[src/rtl/gt_pkg.sv]
package gt_pkg;
  localparam int DATA_W  = 8;
  localparam int ADDR_W  = 3;
  localparam int HI_BITS = 5;

  localparam logic [ADDR_W-1:0] A_KICK = 3'd0;
  localparam logic [ADDR_W-1:0] A_CTRL = 3'd1;
  localparam logic [ADDR_W-1:0] A_MODE = 3'd2;
  localparam logic [ADDR_W-1:0] A_PROT = 3'd3;
  localparam logic [ADDR_W-1:0] A_HALT = 3'd4;

  localparam int CTRL_DIV_BIT  = 7;
  localparam int CTRL_WARM_BIT = 5;
  localparam int MODE_RSEL_BIT = 0;
  localparam int MODE_PROT_BIT = 1;

  typedef struct packed {
    logic prot_mode;
    logic rst_sel;
  } mode_t;
endpackage

[src/rtl/gt_regs.sv]
module gt_regs
  import gt_pkg::*;
(
  input  logic              clk,
  input  logic              rst,
  input  logic              sys_rst,
  input  logic              wr,
  input  logic [ADDR_W-1:0] addr,
  input  logic [DATA_W-1:0] wdata,
  input  logic [HI_BITS-1:0] cnt_hi,
  output logic [DATA_W-1:0] rdata,
  output logic              kick,
  output logic              div_sel,
  output logic              rst_sel,
  output logic              prot_mode,
  output logic              stop_o
);
  logic  warm_q;
  logic  prot_en_q;
  logic  div_q;
  mode_t mode_q;
  logic  wr_ctrl, wr_mode, wr_prot, wr_halt;
  logic  unused_wdata;

  assign unused_wdata = ^wdata[6:2];

  assign kick    = wr && (addr == A_KICK);
  assign wr_ctrl = wr && (addr == A_CTRL);
  assign wr_mode = wr && (addr == A_MODE);
  assign wr_prot = wr && (addr == A_PROT);
  assign wr_halt = wr && (addr == A_HALT);

  // warm flag: only power-on reset clears it
  always_ff @(posedge clk) begin
    if (rst)          warm_q <= 1'b0;
    else if (wr_ctrl) warm_q <= 1'b1;
  end

  always_ff @(posedge clk) begin
    if (rst || sys_rst) begin
      prot_en_q <= 1'b0;
      div_q     <= 1'b0;
      mode_q    <= '0;
      stop_o    <= 1'b0;
    end else begin
      if (wr_ctrl) div_q <= wdata[CTRL_DIV_BIT];
      if (wr_prot) prot_en_q <= wdata[0];
      if (wr_mode && prot_en_q) begin
        mode_q.rst_sel   <= wdata[MODE_RSEL_BIT];
        mode_q.prot_mode <= mode_q.prot_mode | wdata[MODE_PROT_BIT];
      end
      stop_o <= wr_halt && wdata[0] && !mode_q.prot_mode;
    end
  end

  always_ff @(posedge clk) begin
    if (rst) begin
      rdata <= '0;
    end else begin
      case (addr)
        A_CTRL:  rdata <= {div_q, 1'b0, warm_q, cnt_hi};
        A_MODE:  rdata <= {6'b0, mode_q.prot_mode, mode_q.rst_sel};
        A_PROT:  rdata <= {7'b0, prot_en_q};
        default: rdata <= '0;
      endcase
    end
  end

  assign div_sel   = div_q;
  assign rst_sel   = mode_q.rst_sel;
  assign prot_mode = mode_q.prot_mode;


  warm_sticky_chk: assert property (@(posedge clk) disable iff (rst)
    warm_q |=> warm_q);


  prot_sticky_chk: assert property (@(posedge clk) disable iff (rst || sys_rst)
    mode_q.prot_mode |=> mode_q.prot_mode);


  mode_lock_chk: assert property (@(posedge clk) disable iff (rst || sys_rst)
    !prot_en_q |=> (mode_q == $past(mode_q)));


  halt_block_chk: assert property (@(posedge clk) disable iff (rst || sys_rst)
    mode_q.prot_mode |=> !stop_o);
endmodule

[src/rtl/gt_tickgen.sv]
module gt_tickgen #(
  parameter int DIV_LO = 16,
  parameter int DIV_HI = 128,
  parameter int SYNC_N = 2
) (
  input  logic clk,
  input  logic rst,
  input  logic clr,
  input  logic div_sel,
  input  logic cpu_clk_en,
  input  logic osc_clk,
  input  logic prot_mode,
  output logic tick
);
  localparam int PRE_W = $clog2(DIV_HI);

  logic [PRE_W-1:0] pre_q;
  logic [PRE_W-1:0] lim;
  logic             pre_wrap;
  logic [SYNC_N:0]  osc_sr;
  logic             osc_edge;

  // synchroniser stages plus one edge-detect flop
  always_ff @(posedge clk) begin
    if (rst) osc_sr <= '0;
    else     osc_sr <= {osc_sr[SYNC_N-1:0], osc_clk};
  end
  assign osc_edge = osc_sr[SYNC_N-1] & ~osc_sr[SYNC_N];

  assign lim      = div_sel ? PRE_W'(DIV_HI - 1) : PRE_W'(DIV_LO - 1);
  assign pre_wrap = cpu_clk_en && (pre_q >= lim);

  always_ff @(posedge clk) begin
    if (rst || clr)      pre_q <= '0;
    else if (pre_wrap)   pre_q <= '0;
    else if (cpu_clk_en) pre_q <= pre_q + 1'b1;
  end

  assign tick = prot_mode ? osc_edge : pre_wrap;


  osc_edge_gap_chk: assert property (@(posedge clk) disable iff (rst)
    (prot_mode && tick) |=> !tick);


  pre_hold_chk: assert property (@(posedge clk) disable iff (rst || clr)
    (!cpu_clk_en && !prot_mode) |=> (pre_q == $past(pre_q)));
endmodule

[src/rtl/gt_counter.sv]
module gt_counter #(
  parameter int CNT_W = 15
) (
  input  logic             clk,
  input  logic             rst,
  input  logic             kick,
  input  logic             tick,
  input  logic             prot_mode,
  input  logic             rst_sel,
  output logic [CNT_W-1:0] cnt,
  output logic             irq,
  output logic             rreq
);
  localparam logic [CNT_W-1:0] RELOAD = {CNT_W{1'b1}};

  logic run_q;

  always_ff @(posedge clk) begin
    if (rst) begin
      cnt   <= RELOAD;
      run_q <= 1'b0;
      irq   <= 1'b0;
      rreq  <= 1'b0;
    end else begin
      irq  <= 1'b0;
      rreq <= 1'b0;
      if (kick) begin
        cnt   <= RELOAD;
        run_q <= 1'b1;
      end else if ((run_q || prot_mode) && tick) begin
        if (cnt == '0) begin
          cnt  <= RELOAD;
          irq  <= !rst_sel;
          rreq <= rst_sel;
        end else begin
          cnt <= cnt - 1'b1;
        end
      end
    end
  end


  kick_reload_chk: assert property (@(posedge clk) disable iff (rst)
    kick |=> (cnt == RELOAD));


  out_excl_chk: assert property (@(posedge clk) disable iff (rst)
    !(irq && rreq));


  irq_pulse_chk: assert property (@(posedge clk) disable iff (rst)
    (irq || rreq) |=> !(irq || rreq));


  idle_hold_chk: assert property (@(posedge clk) disable iff (rst)
    (!run_q && !prot_mode && !kick) |=> (cnt == $past(cnt)));
endmodule

[src/rtl/guard_timer.sv]
module guard_timer
  import gt_pkg::*;
#(
  parameter int CNT_W  = 15,
  parameter int DIV_LO = 16,
  parameter int DIV_HI = 128,
  parameter int SYNC_N = 2
) (
  input  logic              clk,
  input  logic              rst,
  input  logic              sys_rst,
  input  logic              bus_wr,
  input  logic [ADDR_W-1:0] bus_addr,
  input  logic [DATA_W-1:0] bus_wdata,
  output logic [DATA_W-1:0] bus_rdata,
  input  logic              cpu_clk_en,
  input  logic              osc_clk,
  output logic              wdt_irq,
  output logic              wdt_rst_req,
  output logic              stop_o
);
  logic             rst_any;
  logic             kick, div_sel, rst_sel, prot_mode, tick;
  logic [CNT_W-1:0] cnt;

  assign rst_any = rst || sys_rst;

  gt_regs u_regs (
    .clk       (clk),
    .rst       (rst),
    .sys_rst   (sys_rst),
    .wr        (bus_wr),
    .addr      (bus_addr),
    .wdata     (bus_wdata),
    .cnt_hi    (cnt[CNT_W-1 -: HI_BITS]),
    .rdata     (bus_rdata),
    .kick      (kick),
    .div_sel   (div_sel),
    .rst_sel   (rst_sel),
    .prot_mode (prot_mode),
    .stop_o    (stop_o)
  );

  gt_tickgen #(.DIV_LO(DIV_LO), .DIV_HI(DIV_HI), .SYNC_N(SYNC_N)) u_tick (
    .clk        (clk),
    .rst        (rst_any),
    .clr        (kick),
    .div_sel    (div_sel),
    .cpu_clk_en (cpu_clk_en),
    .osc_clk    (osc_clk),
    .prot_mode  (prot_mode),
    .tick       (tick)
  );

  gt_counter #(.CNT_W(CNT_W)) u_cnt (
    .clk       (clk),
    .rst       (rst_any),
    .kick      (kick),
    .tick      (tick),
    .prot_mode (prot_mode),
    .rst_sel   (rst_sel),
    .cnt       (cnt),
    .irq       (wdt_irq),
    .rreq      (wdt_rst_req)
  );
endmodule

[config.mk]
export PLATFORM = sky130hd
export DESIGN_NAME = guard_timer
export DESIGN_NICKNAME = d
export VERILOG_FILES = /design/src/rtl/gt_pkg.sv /design/src/rtl/gt_regs.sv /design/src/rtl/gt_tickgen.sv /design/src/rtl/gt_counter.sv /design/src/rtl/guard_timer.sv
export SDC_FILE = /design/constraint.sdc
export NUM_CORES = 1
export LEC_CHECK = 0
export ABC_AREA = 1
export BUFFER_PORTS_ARGS = -buffer_cell sky130_fd_sc_hd__buf_2
export CAP_MARGIN = 10
export CORE_ASPECT_RATIO = 0.6
export CORE_UTILIZATION = 55
export DETAILED_ROUTE_END_ITERATION = 7
export PLACE_DENSITY = 0.74
export SLEW_MARGIN = 20
export SYNTH_ARGS = -nofsm -noshare
export SYNTH_HDL_FRONTEND = slang
export SYNTH_HIERARCHICAL = 1
export SYNTH_SLANG_ARGS = --single-unit
[constraint.sdc]
create_clock -name clk -period 4 [get_ports clk]
set_input_delay 0.2 -clock clk [delete_from_list [all_inputs] [get_ports clk]]
set_output_delay 0.2 -clock clk [all_outputs]
set_load 0.01 [all_outputs]
## Yosys cells after proc, flatten, opt, wreduce, memory -nomap -nowiden

Cells that the tools add are included.

| word-level totals | value |
|---|---|
| register bits | 42 |
| word-level logic and storage cells | 49 |

| operators by class | value |
|---|---|
| $add $sub $neg | 2 |
| order comparisons | 1 |
| equal/unequal tests | 4 |
| mux-type cells | 4 |
| bitwise logic cells | 5 |
| reduce and logical (&&, ||, !) cells | 20 |

Operators with widths:

| operator | number |
|---|---|
| 8-bit one-hot mux with 3 select lines | 1 |
| 15-bit logical NOT | 1 |
| 15-bit 2-to-1 mux | 1 |
| 15-bit by 1-bit subtractor with 15-bit output, second input constant | 1 |
| 1-bit logical AND | 10 |
| 7-bit by 1-bit adder with 7-bit output, second input constant | 1 |
| 7-bit greater-or-equal comparator | 1 |
| 7-bit 2-to-1 mux | 1 |
| 3-bit by 2-bit == test with 1-bit output, second input constant | 2 |
| 2-bit OR reduction | 2 |
| 4-bit OR reduction | 1 |
| 3-bit by 1-bit == test with 1-bit output, second input constant | 1 |
| 3-bit == test, second input constant | 1 |
| 3-bit logical NOT | 1 |
| 1-bit logical OR | 3 |
| 1-bit NOT | 3 |
| 1-bit logical NOT | 2 |
| 1-bit bitwise AND | 1 |
| 1-bit 2-to-1 mux | 1 |
| 1-bit bitwise OR | 1 |

## Logic depth before layout (Yosys ltp)

Gate-level depths: netlist of the first run.

| depth | value |
|---|---|
| depth in word-level cells | 7 |
| mapped depth | 13 |
| depth with buffers taken out | 13 |

## Modules after synthesis

Netlist of the first run, hierarchy kept.

Modules (own cells, without submodules):

| module | times used | cells each | area an instance (µm²) |
|---|---|---|---|
| gt_counter | 1 | 133 | 913.4 |
| gt_tickgen | 1 | 74 | 553.0 |
| gt_regs | 1 | 71 | 536.8 |
| guard_timer | 1 | 3 | 11.3 |

## Worst setup path before layout of the first run

OpenSTA, ideal clock, no wires.

| timing path | value |
|---|---|
| path type | reg2reg |
| start | register u_regs.div_q, in the netlist u_regs/div_sel |
| end | register u_cnt.cnt[10] |
| library setup time | 133 ps |
| arrival | 1672 ps |
| path slack | 2195 ps |
| stages on the path, launching flop included | 13 |
| path buffers | 0 |
| clock period less this slack | 1805 ps |
| cell sequence | dfxtp_1 inv_1 ha_1 nand2_1 nor2_1 nor2_1 nand3_1 nand3b_1 nand2_1 nand3_1 nor2_4 a21oi_4 nand3_1 |

| between the ends | value |
|---|---|
| longest elaborated chain between the ends | 5 |

RTL lines:

| element | line | source |
|---|---|---|
| from (decl) | gt_regs.sv:20 | `logic div_q;` |
| from (signal assigned) | gt_regs.sv:46 | `if (wr_ctrl) div_q <= wdata[CTRL_DIV_BIT];` |
| 7-bit 2-to-1 mux | gt_tickgen.sv:30 | `assign lim = div_sel ? PRE_W'(DIV_HI - 1) : PRE_W'(DIV_LO - 1);` |
| 7-bit greater-or-equal comparator | gt_tickgen.sv:31 | `assign pre_wrap = cpu_clk_en && (pre_q >= lim);` |
| 1-bit logical AND | gt_tickgen.sv:31 |  |
| 1-bit 2-to-1 mux | gt_tickgen.sv:39 | `assign tick = prot_mode ? osc_edge : pre_wrap;` |
| named net tick | guard_timer.sv:23 | `logic kick, div_sel, rst_sel, prot_mode, tick;` |
| 1-bit logical AND | gt_counter.sv:30 | `end else if ((run_q \|\| prot_mode) && tick) begin` |
| to (signal assigned) | gt_counter.sv:36 | `cnt <= cnt - 1'b1;` |
| to (decl) | gt_counter.sv:10 | `output logic [CNT_W-1:0] cnt,` |

The timed path passes the listed nets, and every way through them passes these cells.
A chain may end at the register's enable or synchronous reset.

## Final worst setup path of the first run

| timing path | value |
|---|---|
| start | register u_regs.div_q, in the netlist u_regs/div_sel |
| end | register u_cnt.cnt[9] |

The elaborated chain is that of the path after synthesis.

==> report_table.html, run 1 <==
<table>
<tr><th>Metric</th><th>Value</th></tr>
<tr><th colspan="2">Global routing</th></tr>
<tr><td>Initial antenna violation count</td><td>0</td></tr>
<tr><td>Overall fraction of global-route tracks in use</td><td>23.4%</td></tr>
<tr><td>Via count of the first global-routing pass</td><td>1535</td></tr>
<tr><td>First-pass GRT wire length</td><td>6780 µm</td></tr>
<tr><td>GRT overflow</td><td>0</td></tr>
<tr><td>Pin count of the biggest net entering global routing</td><td>13</td></tr>
<tr><th colspan="2">Worst setup path</th></tr>
<tr><td>Required time of the worst setup path</td><td>4.17 ns</td></tr>
<tr><td>R2r worst-path depth</td><td>12</td></tr>
<tr><td>WP data arrival</td><td>2.30 ns</td></tr>
<tr><td>Critical Path End Type</td><td>flip-flop</td></tr>
<tr><td>Path type of the worst setup path</td><td>reg -&gt; reg</td></tr>
<tr><td>Critical path fanouts, max</td><td>10</td></tr>
<tr><td>Critical Path Source Type</td><td>flip-flop</td></tr>
<tr><th colspan="2">Drt</th></tr>
<tr><td>DRC violation total after the first TritonRoute iteration</td><td>91</td></tr>
<tr><td>Vias post-DR</td><td>1720</td></tr>
<tr><td>Average wire per standard cell</td><td>10.9 µm</td></tr>
<tr><td>DRC violation count after routing</td><td>0</td></tr>
<tr><td>Drt first pass iters</td><td>4</td></tr>
<tr><td>Number of nets with antenna violations after detailed routing</td><td>0</td></tr>
<tr><td>Total Routed Length</td><td>3850 µm</td></tr>
<tr><td>Via-to-Cell Ratio</td><td>4.89</td></tr>
<tr><th colspan="2">Finish</th></tr>
<tr><td>Antenna diode count</td><td>0</td></tr>
<tr><td>Most common library cell in the layout ignoring fill and taps</td><td>sky130_fd_sc_hd__nand2_1</td></tr>
<tr><td>Most used cells in the layout excluding fill and tap cells</td><td>56 x sky130_fd_sc_hd__nand2_1, 46 x sky130_fd_sc_hd__nor2_1, 43 x sky130_fd_sc_hd__inv_1, 41 x sky130_fd_sc_hd__dfxtp_1, 33 x sky130_fd_sc_hd__nand3_1</td></tr>
<tr><td>Footprint of the multi-input gates</td><td>1010 µm²</td></tr>
<tr><td>Area of all placed cells without fillers</td><td>2260 µm²</td></tr>
<tr><td>Register area</td><td>821 µm²</td></tr>
<tr><td>Layout Area Growth over Synthesis</td><td>12.4%</td></tr>
<tr><td>Layout cell share with drive strength beyond 1</td><td>16.3%</td></tr>
<tr><td>Final nets</td><td>330</td></tr>
<tr><td>Post-layout instance count excluding filler cells</td><td>352</td></tr>
<tr><td>Fill cells</td><td>309</td></tr>
<tr><th colspan="2">Logic synthesis</th></tr>
<tr><td>Sequential fraction of the synthesis area</td><td>40.7%</td></tr>
<tr><td>FFs w/ async S/R, synth</td><td>0%</td></tr>
<tr><td>Flip-flop and latch count after synthesis</td><td>41</td></tr>
<tr><td>Mean instance size in the synthesized netlist</td><td>7.17 µm²</td></tr>
<tr><td>Post-synthesis instance total</td><td>281</td></tr>
<tr><td>Number of library cell types mapped by synthesis</td><td>27</td></tr>
<tr><td>Number of enable flip-flop cells after synthesis</td><td>0</td></tr>
<tr><td>Count of yosys warnings during synthesis</td><td>6</td></tr>
<tr><td>Post-Syn Area</td><td>2010 µm²</td></tr>
<tr><td>Ys flop type</td><td>sky130_fd_sc_hd__dfxtp_1</td></tr>
<tr><td>Synthesized netlist net count</td><td>304</td></tr>
<tr><th colspan="2">Timing</th></tr>
<tr><td>Hold Worst Slack</td><td>0.104 ns</td></tr>
<tr><td>Number of hold-slack violations in the final timing report</td><td>0</td></tr>
<tr><td>Post-layout min period</td><td>2.13 ns</td></tr>
<tr><td>Setup repair after global routing missed its margin</td><td>no</td></tr>
<tr><td>Summed negative setup slack over all endpoints</td><td>0 ns</td></tr>
<tr><td>Period Utilization, post-route</td><td>53.2%</td></tr>
<tr><td>Final Max Slew Viols</td><td>0</td></tr>
<tr><td>Worst setup skew after layout</td><td>0.0107 ns</td></tr>
<tr><td># setup viols final</td><td>0</td></tr>
<tr><td>Max Freq</td><td>470 MHz</td></tr>
<tr><th colspan="2">Clock tree</th></tr>
<tr><td>H-tree depth</td><td>2</td></tr>
<tr><td>Clock latency at the later pin of the worst-skew pair</td><td>0.30 ns</td></tr>
<tr><td>Clock slew seen by the registers of the worst setup and hold paths</td><td>0.08 ns</td></tr>
<tr><td>Clock buffer depth</td><td>2</td></tr>
<tr><td>Cells resized by post-CTS repair</td><td>0</td></tr>
<tr><td>Sink Count</td><td>41</td></tr>
<tr><td>Number of buffers inserted for hold repair after clock tree synthesis</td><td>0</td></tr>
<tr><td>Clk Tree Root Cell</td><td>sky130_fd_sc_hd__clkbuf_8</td></tr>
<tr><td>Count of buffers added by post-CTS timing repair for setup</td><td>0</td></tr>
<tr><td>Clock tree from TritonCTS</td><td>built</td></tr>
<tr><td>Clock buffers created by TritonCTS</td><td>5</td></tr>
<tr><th colspan="2">Place</th></tr>
<tr><td>Post-detailed-placement half-perimeter wirelength</td><td>2910 µm</td></tr>
<tr><td>DP Cell Count</td><td>345</td></tr>
<tr><td>Post-DP Area</td><td>2160 µm²</td></tr>
<tr><td>Buffers added on ports</td><td>21</td></tr>
<tr><td>Placer's final routability congestion estimate</td><td>0.864</td></tr>
<tr><th colspan="2">Floorplan</th></tr>
<tr><td>Placeable core area</td><td>3380 µm²</td></tr>
<tr><td>Count of boundary I/O pins</td><td>28</td></tr>
<tr><td>Effective utilization at floorplan</td><td>59.5%</td></tr>
<tr><td>FP Rows</td><td>16</td></tr>
<tr><td>Die height</td><td>48.9 µm</td></tr>
<tr><td>Full die area</td><td>3920 µm²</td></tr>
<tr><td>Die width</td><td>80.1 µm</td></tr>
<tr><th colspan="2">Min path</th></tr>
<tr><td>Hold Crit Depth</td><td>3</td></tr>
<tr><td>Hold Crit Class</td><td>in -&gt; reg</td></tr>
<tr><th colspan="2">Power</th></tr>
<tr><td>Worst ir drop on vdd</td><td>0.248 mV</td></tr>
<tr><td>Lkg Pwr</td><td>1.13 nW</td></tr>
<tr><td>Total power divided by cell area</td><td>343 nW/µm²</td></tr>
<tr><th colspan="2">Outcome</th></tr>
<tr><td>Outcome</td><td>finished clean</td></tr>
<tr><th colspan="2">Job</th></tr>
<tr><td>Max-capacitance violation count</td><td>0</td></tr>
</table>
==> synthesized netlist by cell type, drive strengths merged (2+ instances only) <==
cell	number	area [µm²]
nand3b	3	22.5
o211ai	2	15.0
xor2	4	35.0
buf	2	15.0
nand3	35	193
xnor2	3	26.3
o21ai	3	18.8
ha	6	75.1
nand2	59	234
a21oi	5	36.3
nand4	10	62.6
inv	46	173
dfxtp	41	821
nor2	58	263
==> final cells by class <==
cell class	count	share of cell area, %
Clock buffer	5	3.04
Tap cell	45	2.49
Inverter	46	7.62
Timing Repair Buffer	21	4.64
Sequential cell	41	36.2
Clock inverter	2	1.55
Multi-Input combinational cell	192	44.4
==> critical path, stage by stage, from the launching register on <==
cell and delay [ns]:
sky130_fd_sc_hd__dfxtp_1 0.36, sky130_fd_sc_hd__inv_1 0.09, sky130_fd_sc_hd__ha_1 0.31, sky130_fd_sc_hd__nand2_1 0.12
sky130_fd_sc_hd__nor2_1 0.05, sky130_fd_sc_hd__nor2_1 0.12, sky130_fd_sc_hd__nand3_1 0.08, sky130_fd_sc_hd__nand3b_1 0.08
sky130_fd_sc_hd__nand2_1 0.07, sky130_fd_sc_hd__nand3_1 0.18, sky130_fd_sc_hd__nor2_4 0.10, sky130_fd_sc_hd__a21oi_4 0.31
sky130_fd_sc_hd__nand3_1 0.11
==> final timing paths <==
| kind | from | endpoint | slack (ns) |
|---|---|---|---|
| setup / recovery | u_regs/div_sel$_SDFFE_PP0P_ | u_cnt/cnt[9]$_SDFFE_PP1P_ | 1.87 |
| hold / removal | osc_clk | u_tick/osc_sr[0]$_SDFF_PP0_ | 0.10 |
| setup reg to reg | u_regs/div_sel$_SDFFE_PP0P_ | u_cnt/cnt[9]$_SDFFE_PP1P_ | 1.87 |
| hold reg to reg | u_tick/osc_sr[0]$_SDFF_PP0_ | u_tick/osc_sr[1]$_SDFF_PP0_ | 0.41 |
==> per-stage QoR <==
| stage | power [W] | utilization [%] | setup WS, ns |
|---|---|---|---|
| floorplan | 0.000448 | - | 2.19 |
| global placement | 0.000462 | 63.9 | 1.93 |
| detailed placement | 0.000462 | 63.9 | 1.88 |
| CTS | 0.000789 | 66.9 | 1.86 |
| global route | 0.000811 | 66.9 | 1.60 |
| finish | 0.000776 | 66.9 | 1.87 |
==> power by group <==
part | leakage, nW | switching [W] | internal [W] | total [W]
registers | 0.332 | 0.00000160 | 0.000411 | 0.000413
logic | 0.741 | 0.0000268 | 0.0000133 | 0.0000401
clock network | 0.0540 | 0.000142 | 0.000181 | 0.000323
total | 1.13 | 0.000170 | 0.000606 | 0.000776
==> kinds of logic (layout without fill, tap and decap cells) <==
| kind of cell | count (synthesis) | after routing | synth area share, % |
|---|---|---|---|
| AND/OR/NAND/NOR | 167 | 167 | 39.0 |
| buffers and inverters | 48 | 74 | 9.32 |
| flip-flops | 41 | 41 | 40.7 |
| AO/OA/AOI/OAI | 10 | 10 | 3.48 |
| XOR/XNOR | 7 | 7 | 3.04 |
| adder cells (fa/ha/maj) | 6 | 6 | 3.73 |
| other | 1 | 1 | 0.186 |
| multiplexers | 1 | 1 | 0.497 |
==> flip-flops by register name, indices dropped and copies added (netlist names) <==
| signal | count |
|---|---|
| u_cnt/cnt | 15 |
| u_regs/rdata | 7 |
| u_tick/pre_q | 7 |
| u_tick/osc_sr | 3 |
| u_cnt/irq | 1 |
| u_cnt/rreq | 1 |
| u_cnt/run_q | 1 |
| u_regs/div_sel | 1 |
| u_regs/prot_en_q | 1 |
| u_regs/prot_mode | 1 |
| u_regs/rst_sel | 1 |
| u_regs/stop_o | 1 |
| u_regs/warm_q | 1 |
==> per-layer routing <==
metal	vias to the layer above	part of all wire, %	track usage (%)	wire length, µm
met3	8	6.7	6.17	257
met5	-	0	0	0
met1	735	57	35.6	2180
li1	929	-	-	-
met2	48	35	29.8	1330
met4	0	2.1	11.6	81
Note: power is estimated with default switching activity, not from simulation.
==> run 2, diff against run 1 <==
- clock period: 4 -> 2 ns (I/O delays scaled with it)
==> report_table.html, run 2 (synthesis gave the netlist of run 1 again) <==
<table>
<tr><th>Metric</th><th>Value</th></tr>
<tr><th colspan="2">Outcome</th></tr>
<tr><td>Outcome</td><td>finished clean</td></tr>
<tr><th colspan="2">Global routing</th></tr>
<tr><td>Via count of the first global-routing pass</td><td>1537 (+0.13%)</td></tr>
<tr><td>GRT overflow</td><td>0 (unchanged)</td></tr>
<tr><td>Initial antenna violation count</td><td>0 (unchanged)</td></tr>
<tr><td>Met2 usage</td><td>30.3% (+0.57 points)</td></tr>
<tr><td>Top Usage Layer GRT</td><td>met1</td></tr>
<tr><td>Pin count of the biggest net entering global routing</td><td>12 (-1)</td></tr>
<tr><td>Met1 Track Usage GR</td><td>36.1% (+0.47 points)</td></tr>
<tr><td>Overall fraction of global-route tracks in use</td><td>24.0% (+0.58 points)</td></tr>
<tr><td>First-pass GRT wire length</td><td>7000 µm (+3.3%)</td></tr>
<tr><td>Grt met3 use</td><td>7.29% (+1.1 points)</td></tr>
<tr><th colspan="2">Worst setup path</th></tr>
<tr><td>R2r worst-path depth</td><td>13 (+1)</td></tr>
<tr><td>Crit Reg-Reg Startpoint</td><td>u_regs/div_sel$_SDFFE_PP0P_</td></tr>
<tr><td>Slowest cell on the critical path</td><td>sky130_fd_sc_hd__dfxtp_2</td></tr>
<tr><td>Path type of the worst setup path</td><td>reg -&gt; reg</td></tr>
<tr><td>Reg-to-reg critical path endpoint</td><td>u_cnt/cnt[9]$_SDFFE_PP1P_</td></tr>
<tr><td>WP data arrival</td><td>2.19 ns (-0.11 ns)</td></tr>
<tr><td>List of cells traversed by the critical path</td><td>inv_4 -&gt; ha_4 -&gt; nand2_4 -&gt; nor2_4 -&gt; nand2_2 -&gt; nand3_1 -&gt; nand3b_1 -&gt; nand2_2 -&gt; nand3_2 -&gt; nor2_4 -&gt; a21oi_4 -&gt; clkbuf_16 -&gt; nand3_1</td></tr>
<tr><td>Stage delay of the slowest cell on the critical path</td><td>0.36 ns (about the same)</td></tr>
<tr><td>Critical Path Source Type</td><td>flip-flop</td></tr>
<tr><td>Required time of the worst setup path</td><td>2.24 ns (-1.93 ns)</td></tr>
<tr><td>Critical Path End Type</td><td>flip-flop</td></tr>
<tr><td>Minimum setup slack among reg-to-reg paths</td><td>0.05 ns (-1.82 ns)</td></tr>
<tr><td>Cell family contributing the most delay on the critical path</td><td>simple AND/OR/NAND/NOR gates</td></tr>
<tr><td>Critical path fanouts, max</td><td>5 (-5)</td></tr>
<tr><td>Worst path buffer plus inverter count</td><td>2 (+1)</td></tr>
<tr><th colspan="2">Place</th></tr>
<tr><td>DP Cell Count</td><td>353 (+2.3%)</td></tr>
<tr><td>Placer's final routability congestion estimate</td><td>0.870 (+0.65%)</td></tr>
<tr><td>Buffers added on ports</td><td>21 (unchanged)</td></tr>
<tr><td>Post-detailed-placement half-perimeter wirelength</td><td>3070 µm (+5.5%)</td></tr>
<tr><th colspan="2">Power</th></tr>
<tr><td>Total chip power</td><td>0.00147 W (+90%)</td></tr>
<tr><td>Switching part of the total</td><td>22.9% (+0.97 points)</td></tr>
<tr><td>Clk network pwr share</td><td>37.3% (-4.4 points)</td></tr>
<tr><td>Cell-internal power</td><td>0.00114 W (+87%)</td></tr>
<tr><td>Logic gate share of total power</td><td>6.7% (+1.5 points)</td></tr>
<tr><td>Sequential Power Share</td><td>56.1% (+2.9 points)</td></tr>
<tr><td>Lkg Pwr</td><td>1.21 nW (+7.4%)</td></tr>
<tr><td>Worst ir drop on vdd</td><td>0.492 mV (+98%)</td></tr>
<tr><td>Power spent charging and discharging nets</td><td>0.000338 W (+98%)</td></tr>
<tr><td>Total power divided by cell area</td><td>601 nW/µm² (+75%)</td></tr>
<tr><th colspan="2">Timing</th></tr>
<tr><td>Worst setup skew after layout</td><td>0.00384 ns (-0.00686 ns)</td></tr>
<tr><td>Hold Worst Slack</td><td>0.0225 ns (-0.0811 ns)</td></tr>
<tr><td># setup viols final</td><td>0 (unchanged)</td></tr>
<tr><td>Post-layout min period</td><td>1.95 ns (-0.176 ns)</td></tr>
<tr><td>Number of hold-slack violations in the final timing report</td><td>0 (unchanged)</td></tr>
<tr><td>Summed negative setup slack over all endpoints</td><td>0 ns (unchanged)</td></tr>
<tr><td>Max Freq</td><td>513 MHz (+9.0%)</td></tr>
<tr><td>Period Utilization, post-route</td><td>97.5% (+44 points)</td></tr>
<tr><td>Final Max Slew Viols</td><td>0 (unchanged)</td></tr>
<tr><th colspan="2">Drt</th></tr>
<tr><td>Average wire per standard cell</td><td>11.8 µm (+8.1%)</td></tr>
<tr><td>DRC violation total after the first TritonRoute iteration</td><td>103 (+13%)</td></tr>
<tr><td>Vias post-DR</td><td>1801 (+4.7%)</td></tr>
<tr><td>Total Routed Length</td><td>4300 µm (+12%)</td></tr>
<tr><td>DRC violation count after routing</td><td>0 (unchanged)</td></tr>
<tr><td>Via-to-Cell Ratio</td><td>4.95 (+1.3%)</td></tr>
<tr><td>Number of nets with antenna violations after detailed routing</td><td>0 (unchanged)</td></tr>
<tr><td>Drt first pass iters</td><td>4 (unchanged)</td></tr>
<tr><th colspan="2">Min path</th></tr>
<tr><td>Launch instance of the worst min-delay path</td><td>rst</td></tr>
<tr><td>Terminating pin of the worst hold path</td><td>u_regs/rdata[1]$_SDFF_PP0_</td></tr>
<tr><td>Hold Crit Depth</td><td>2 (-1)</td></tr>
<tr><td>Hold Crit Class</td><td>in -&gt; reg</td></tr>
<tr><th colspan="2">Finish</th></tr>
<tr><td>Most flop-heavy register</td><td>u_cnt/cnt</td></tr>
<tr><td>Regs by FF count</td><td>u_cnt/cnt: 15 flops, u_regs/rdata: 7 flops, u_tick/pre_q: 7 flops</td></tr>
<tr><td>Final nets</td><td>342 (+3.6%)</td></tr>
<tr><td>Most common library cell in the layout ignoring fill and taps</td><td>sky130_fd_sc_hd__nand2_1</td></tr>
<tr><td>Most used cells in the layout excluding fill and tap cells</td><td>52 x sky130_fd_sc_hd__nand2_1, 43 x sky130_fd_sc_hd__nor2_1, 42 x sky130_fd_sc_hd__inv_1, 39 x sky130_fd_sc_hd__dfxtp_1, 31 x sky130_fd_sc_hd__nand3_1</td></tr>
<tr><td>Max reg flops</td><td>15 (unchanged)</td></tr>
<tr><td>Antenna diode count</td><td>0 (unchanged)</td></tr>
<tr><td>Final core occ</td><td>72.5% (+5.5 points)</td></tr>
<tr><td>Layout Area Growth over Synthesis</td><td>21.7%</td></tr>
<tr><td>Layout cell share with drive strength beyond 1</td><td>23.2% (+6.9 points)</td></tr>
<tr><td>Post-layout instance count excluding filler cells</td><td>364 (+3.4%)</td></tr>
<tr><th colspan="2">Clock tree</th></tr>
<tr><td>Clock slew seen by the registers of the worst setup and hold paths</td><td>0.07 ns (about the same)</td></tr>
<tr><td>Clk Tree Root Cell</td><td>sky130_fd_sc_hd__clkbuf_8</td></tr>
<tr><td>Clock buffers created by TritonCTS</td><td>5 (unchanged)</td></tr>
<tr><td>Sink Count</td><td>41 (unchanged)</td></tr>
<tr><td>Clock tree from TritonCTS</td><td>built</td></tr>
<tr><td>Clock latency at the later pin of the worst-skew pair</td><td>0.30 ns (about the same)</td></tr>
<tr><td>Clock buffer depth</td><td>2 (unchanged)</td></tr>
<tr><td>H-tree depth</td><td>2 (unchanged)</td></tr>
<tr><th colspan="2">Floorplan</th></tr>
<tr><td>Die height</td><td>48.9 µm (unchanged)</td></tr>
<tr><td>FP Rows</td><td>16 (unchanged)</td></tr>
<tr><td>Count of boundary I/O pins</td><td>28 (unchanged)</td></tr>
<tr><td>Placeable core area</td><td>3380 µm² (unchanged)</td></tr>
<tr><td>Effective utilization at floorplan</td><td>59.5% (unchanged)</td></tr>
<tr><td>Die width</td><td>80.1 µm (unchanged)</td></tr>
<tr><td>Full die area</td><td>3920 µm² (unchanged)</td></tr>
<tr><th colspan="2">Job</th></tr>
<tr><td>Max-capacitance violation count</td><td>0 (unchanged)</td></tr>
</table>
[run 2: cell types whose count changed in the layout (fill, tap and decap cells not counted), sizes merged]
cell | previous run | this run
buf | 21 | 31
clkinv | 1 | 0
dlygate4sd3 | 0 | 1
clkbuf | 5 | 8
bufinv | 1 | 0
[run 2: worst max path at each step]
stage,from,end,slack (ns),depth (start not counted)
2_1_floorplan,u_regs/div_sel$_SDFFE_PP0P_,u_cnt/cnt[10]$_SDFFE_PP1P_,0.19,12
3_3_place_gp,u_regs/div_sel$_SDFFE_PP0P_,u_cnt/cnt[14]$_SDFFE_PP1P_,0.07,13
3_5_place_dp,u_regs/div_sel$_SDFFE_PP0P_,u_cnt/cnt[9]$_SDFFE_PP1P_,-0.009,13
4_1_cts,u_regs/div_sel$_SDFFE_PP0P_,u_cnt/cnt[13]$_SDFFE_PP1P_,0.03,14
5_1_grt,u_regs/div_sel$_SDFFE_PP0P_,u_cnt/cnt[6]$_SDFFE_PP1P_,-0.04,13
6_report,u_regs/div_sel$_SDFFE_PP0P_,u_cnt/cnt[9]$_SDFFE_PP1P_,0.05,13
[run 2: layout make-up]
type,instances,area [µm²]
timing repair buffer,33,228
sequential,41,823
inverter,46,175
fill,287,931
multi-input combinational,192,1080
clock buffer,7,86.3
tap,45,56.3
[run 2: stage by stage]
step,instance area (µm²),worst slack [ns]
detailed placement,2230,-0.00852
global route,2450,-0.0428
finish,2450,0.0495
CTS,2340,0.0275
floorplan,2010,0.195
global placement,2230,0.0695
[run 2: repair_timing]
item	4_1_cts	5_1_grt
endpoints found under the setup margin	10	16
pin swaps	1	9
buffers inserted	0	2
hold endpoints to repair	1	0
gates resized for setup	3	17
cloned	0	1
hold buffers	1	0
[run 2: metal layers]
layer,vias to the layer above,wire length [µm]
li1,953,-
met1,790,2270
met2,54,1620
met3,4,372
met4,0,41
met5,-,0
[run 2: power by group through the flow]
stage | clock, W | sequential (W) | combinational, W
final | 0.000549 | 0.000826 | 0.0000981
after global routing | 0.000610 | 0.000827 | 0.000108
after CTS | 0.000567 | 0.000825 | 0.0000871
after detailed placement | 0 | 0.000845 | 0.0000851
after global placement | 0 | 0.000845 | 0.0000840
after floorplan | 0 | 0.000846 | 0.0000503
==> run 3, diff against run 2 <==
- MAX_ROUTING_LAYER: default -> met4
==> report_table.html, run 3 (synthesis gave the netlist of run 1 again) <==
<table>
<tr><th>Metric</th><th>Value</th></tr>
<tr><th colspan="2">Outcome</th></tr>
<tr><td>Outcome</td><td>finished clean</td></tr>
<tr><th colspan="2">Drt</th></tr>
<tr><td>Average wire per standard cell</td><td>11.8 µm (-0.16%)</td></tr>
<tr><td>Total Routed Length</td><td>4290 µm (-0.16%)</td></tr>
<tr><td>DRC violation count after routing</td><td>0 (unchanged)</td></tr>
<tr><td>Via-to-Cell Ratio</td><td>4.90 (-0.89%)</td></tr>
<tr><td>Number of nets with antenna violations after detailed routing</td><td>0 (unchanged)</td></tr>
<tr><td>Drt first pass iters</td><td>4 (unchanged)</td></tr>
<tr><td>Vias post-DR</td><td>1785 (-0.89%)</td></tr>
<tr><td>DRC violation total after the first TritonRoute iteration</td><td>89 (-14%)</td></tr>
<tr><th colspan="2">Finish</th></tr>
<tr><td>Most flop-heavy register</td><td>u_cnt/cnt</td></tr>
<tr><td>Layout Area Growth over Synthesis</td><td>21.7% (unchanged)</td></tr>
<tr><td>Register area</td><td>823 µm² (unchanged)</td></tr>
<tr><td>Layout cell share with drive strength beyond 1</td><td>23.2% (unchanged)</td></tr>
<tr><td>Antenna diode count</td><td>0 (unchanged)</td></tr>
<tr><td>Fill cells</td><td>287 (unchanged)</td></tr>
<tr><td>Most common library cell in the layout ignoring fill and taps</td><td>sky130_fd_sc_hd__nand2_1</td></tr>
<tr><td>Regs by FF count</td><td>u_cnt/cnt: 15 flops, u_regs/rdata: 7 flops, u_tick/pre_q: 7 flops</td></tr>
<tr><td>Area of all placed cells without fillers</td><td>2450 µm² (unchanged)</td></tr>
<tr><td>Final nets</td><td>342 (unchanged)</td></tr>
<tr><td>Footprint of the multi-input gates</td><td>1080 µm² (unchanged)</td></tr>
<tr><td>Max reg flops</td><td>15 (unchanged)</td></tr>
<tr><td>Most used cells in the layout excluding fill and tap cells</td><td>52 x sky130_fd_sc_hd__nand2_1, 43 x sky130_fd_sc_hd__nor2_1, 42 x sky130_fd_sc_hd__inv_1, 39 x sky130_fd_sc_hd__dfxtp_1, 31 x sky130_fd_sc_hd__nand3_1</td></tr>
<tr><th colspan="2">Timing</th></tr>
<tr><td>Final Max Slew Viols</td><td>0 (unchanged)</td></tr>
<tr><td>Max Freq</td><td>513 MHz (about the same)</td></tr>
<tr><td># setup viols final</td><td>0 (unchanged)</td></tr>
<tr><td>Post-layout min period</td><td>1.95 ns (-0.000103 ns)</td></tr>
<tr><td>Summed negative setup slack over all endpoints</td><td>0 ns (unchanged)</td></tr>
<tr><td>Period Utilization, post-route</td><td>97.5% (about the same)</td></tr>
<tr><td>Worst setup skew after layout</td><td>0.00503 ns (+0.00119 ns)</td></tr>
<tr><td>Hold Worst Slack</td><td>0.0240 ns (+0.00158 ns)</td></tr>
<tr><td>Number of hold-slack violations in the final timing report</td><td>0 (unchanged)</td></tr>
<tr><th colspan="2">Global routing</th></tr>
<tr><td>Overall fraction of global-route tracks in use</td><td>24.7% (+0.69 points)</td></tr>
<tr><td>Pin count of the biggest net entering global routing</td><td>12 (unchanged)</td></tr>
<tr><td>First-pass GRT wire length</td><td>7000 µm (about the same)</td></tr>
<tr><td>Via count of the first global-routing pass</td><td>1536 (-0.065%)</td></tr>
<tr><td>Initial antenna violation count</td><td>0 (unchanged)</td></tr>
<tr><td>GRT overflow</td><td>0 (unchanged)</td></tr>
<tr><th colspan="2">Place</th></tr>
<tr><td>Buffers added on ports</td><td>21 (unchanged)</td></tr>
<tr><td>Placer's final routability congestion estimate</td><td>0.884 (+1.6%)</td></tr>
<tr><td>Post-DP Area</td><td>2230 µm² (unchanged)</td></tr>
<tr><td>Post-detailed-placement half-perimeter wirelength</td><td>3070 µm (unchanged)</td></tr>
<tr><th colspan="2">Floorplan</th></tr>
<tr><td>Die height</td><td>48.9 µm (unchanged)</td></tr>
<tr><td>Count of boundary I/O pins</td><td>28 (unchanged)</td></tr>
<tr><td>Die width</td><td>80.1 µm (unchanged)</td></tr>
<tr><td>FP Rows</td><td>16 (unchanged)</td></tr>
<tr><td>Full die area</td><td>3920 µm² (unchanged)</td></tr>
<tr><td>Effective utilization at floorplan</td><td>59.5% (unchanged)</td></tr>
<tr><td>Placeable core area</td><td>3380 µm² (unchanged)</td></tr>
<tr><th colspan="2">Worst setup path</th></tr>
<tr><td>Critical Path Start</td><td>u_regs/div_sel$_SDFFE_PP0P_</td></tr>
<tr><td>WP data arrival</td><td>2.19 ns (about the same)</td></tr>
<tr><td>R2r worst-path depth</td><td>13 (unchanged)</td></tr>
<tr><td>Critical Path End Type</td><td>flip-flop</td></tr>
<tr><td>Reg-to-reg critical path endpoint</td><td>u_cnt/cnt[9]$_SDFFE_PP1P_</td></tr>
<tr><td>Critical Path Sink</td><td>u_cnt/cnt[9]$_SDFFE_PP1P_</td></tr>
<tr><td>Crit Reg-Reg Startpoint</td><td>u_regs/div_sel$_SDFFE_PP0P_</td></tr>
<tr><td>Minimum setup slack among reg-to-reg paths</td><td>0.05 ns (about the same)</td></tr>
<tr><td>Path type of the worst setup path</td><td>reg -&gt; reg</td></tr>
<tr><td>Required time of the worst setup path</td><td>2.24 ns (about the same)</td></tr>
<tr><td>Critical Path Source Type</td><td>flip-flop</td></tr>
<tr><td>Critical path fanouts, max</td><td>5 (unchanged)</td></tr>
<tr><th colspan="2">Clock tree</th></tr>
<tr><td>Clk Tree Root Cell</td><td>sky130_fd_sc_hd__clkbuf_8</td></tr>
<tr><td>Clock latency at the later pin of the worst-skew pair</td><td>0.30 ns (about the same)</td></tr>
<tr><td>Clock buffer depth</td><td>2 (unchanged)</td></tr>
<tr><td>Clock tree from TritonCTS</td><td>built</td></tr>
<tr><td>Sink Count</td><td>41 (unchanged)</td></tr>
<tr><td>Clock buffers created by TritonCTS</td><td>5 (unchanged)</td></tr>
<tr><td>Clock slew seen by the registers of the worst setup and hold paths</td><td>0.08 ns (about the same)</td></tr>
<tr><td>H-tree depth</td><td>2 (unchanged)</td></tr>
<tr><th colspan="2">Job</th></tr>
<tr><td>Max-capacitance violation count</td><td>0 (unchanged)</td></tr>
<tr><th colspan="2">Power</th></tr>
<tr><td>Total power divided by cell area</td><td>600 nW/µm² (about the same)</td></tr>
<tr><td>Lkg Pwr</td><td>1.21 nW (unchanged)</td></tr>
<tr><td>Worst ir drop on vdd</td><td>0.492 mV (about the same)</td></tr>
<tr><th colspan="2">Min path</th></tr>
<tr><td>Hold Crit Class</td><td>in -&gt; reg</td></tr>
</table>
run 3: cell counts in the layout (fill, tap and decap cells not counted):
No cell type changed its count.
run 3: stage by stage:
step / utilization [%] / setup WS, ns / instances / total power (W)
2_1_floorplan: - / 0.195 / 281 / 0.000896
4_1_cts: 69.2 / 0.0275 / 361 / 0.00148
6_report: 72.5 / 0.0496 / 364 / 0.00147
3_5_place_dp: 66.0 / -0.00852 / 353 / 0.000930
3_3_place_gp: 66.0 / 0.0695 / 353 / 0.000929
5_1_grt: 72.5 / -0.0432 / 364 / 0.00155
run 3: final cells by class:
type	count	area share, %
tap	45	2.30
sequential	41	33.6
timing repair buffer	33	9.29
multi-input combinational	192	44.2
inverter	46	7.14
clock buffer	7	3.52
run 3: critical path, cell delays in order, from the launching register on:
cell and delay, ns:
sky130_fd_sc_hd__dfxtp_2 0.36, sky130_fd_sc_hd__inv_4 0.06, sky130_fd_sc_hd__ha_4 0.28, sky130_fd_sc_hd__nand2_4 0.06
sky130_fd_sc_hd__nor2_4 0.12, sky130_fd_sc_hd__nand2_2 0.07, sky130_fd_sc_hd__nand3_1 0.08, sky130_fd_sc_hd__nand3b_1 0.08
sky130_fd_sc_hd__nand2_2 0.11, sky130_fd_sc_hd__nand3_2 0.11, sky130_fd_sc_hd__nor2_4 0.22, sky130_fd_sc_hd__a21oi_4 0.11
sky130_fd_sc_hd__clkbuf_16 0.17, sky130_fd_sc_hd__nand3_1 0.07
run 3: report_power, final:
group	total, W	switching [W]	internal, W
clock network	0.000548	0.000274	0.000274
registers	0.000826	0.00000307	0.000823
logic	0.0000981	0.0000591	0.0000390
total	0.00147	0.000336	0.00114
run 3: timing repair:
item                                    in CTS  in global routing
buffers inserted                             0                  2
hold buffers                                 1                  0
gates cloned                                 0                  1
endpoints found under the setup margin      10                 16
hold endpoints to repair                     1                  0
pin swaps                                    1                  9
gates resized for setup                      3                 17
run 3: worst min path at each step:
stage                                             end  slack (ns)     from  cells past startpoint
after floorplan            u_regs/rdata[1]$_SDFF_PP0_        0.17      rst                      1
after global placement    u_tick/osc_sr[0]$_SDFF_PP0_        0.30  osc_clk                      3
after detailed placement  u_tick/osc_sr[0]$_SDFF_PP0_        0.31  osc_clk                      3
after CTS                  u_regs/rdata[1]$_SDFF_PP0_        0.01      rst                      2
final                      u_regs/rdata[1]$_SDFF_PP0_        0.02      rst                      2
after global routing       u_regs/rdata[1]$_SDFF_PP0_        0.02      rst                      2
run 3: metal layers:
metal  vias to the layer above  track usage, %  routed length, µm
met5                         -               -                  0
met3                         8            7.29                320
met4                         0            11.3                 71
li1                        954               -                  -
met2                        47            30.2               1620
met1                       776            36.2               2280
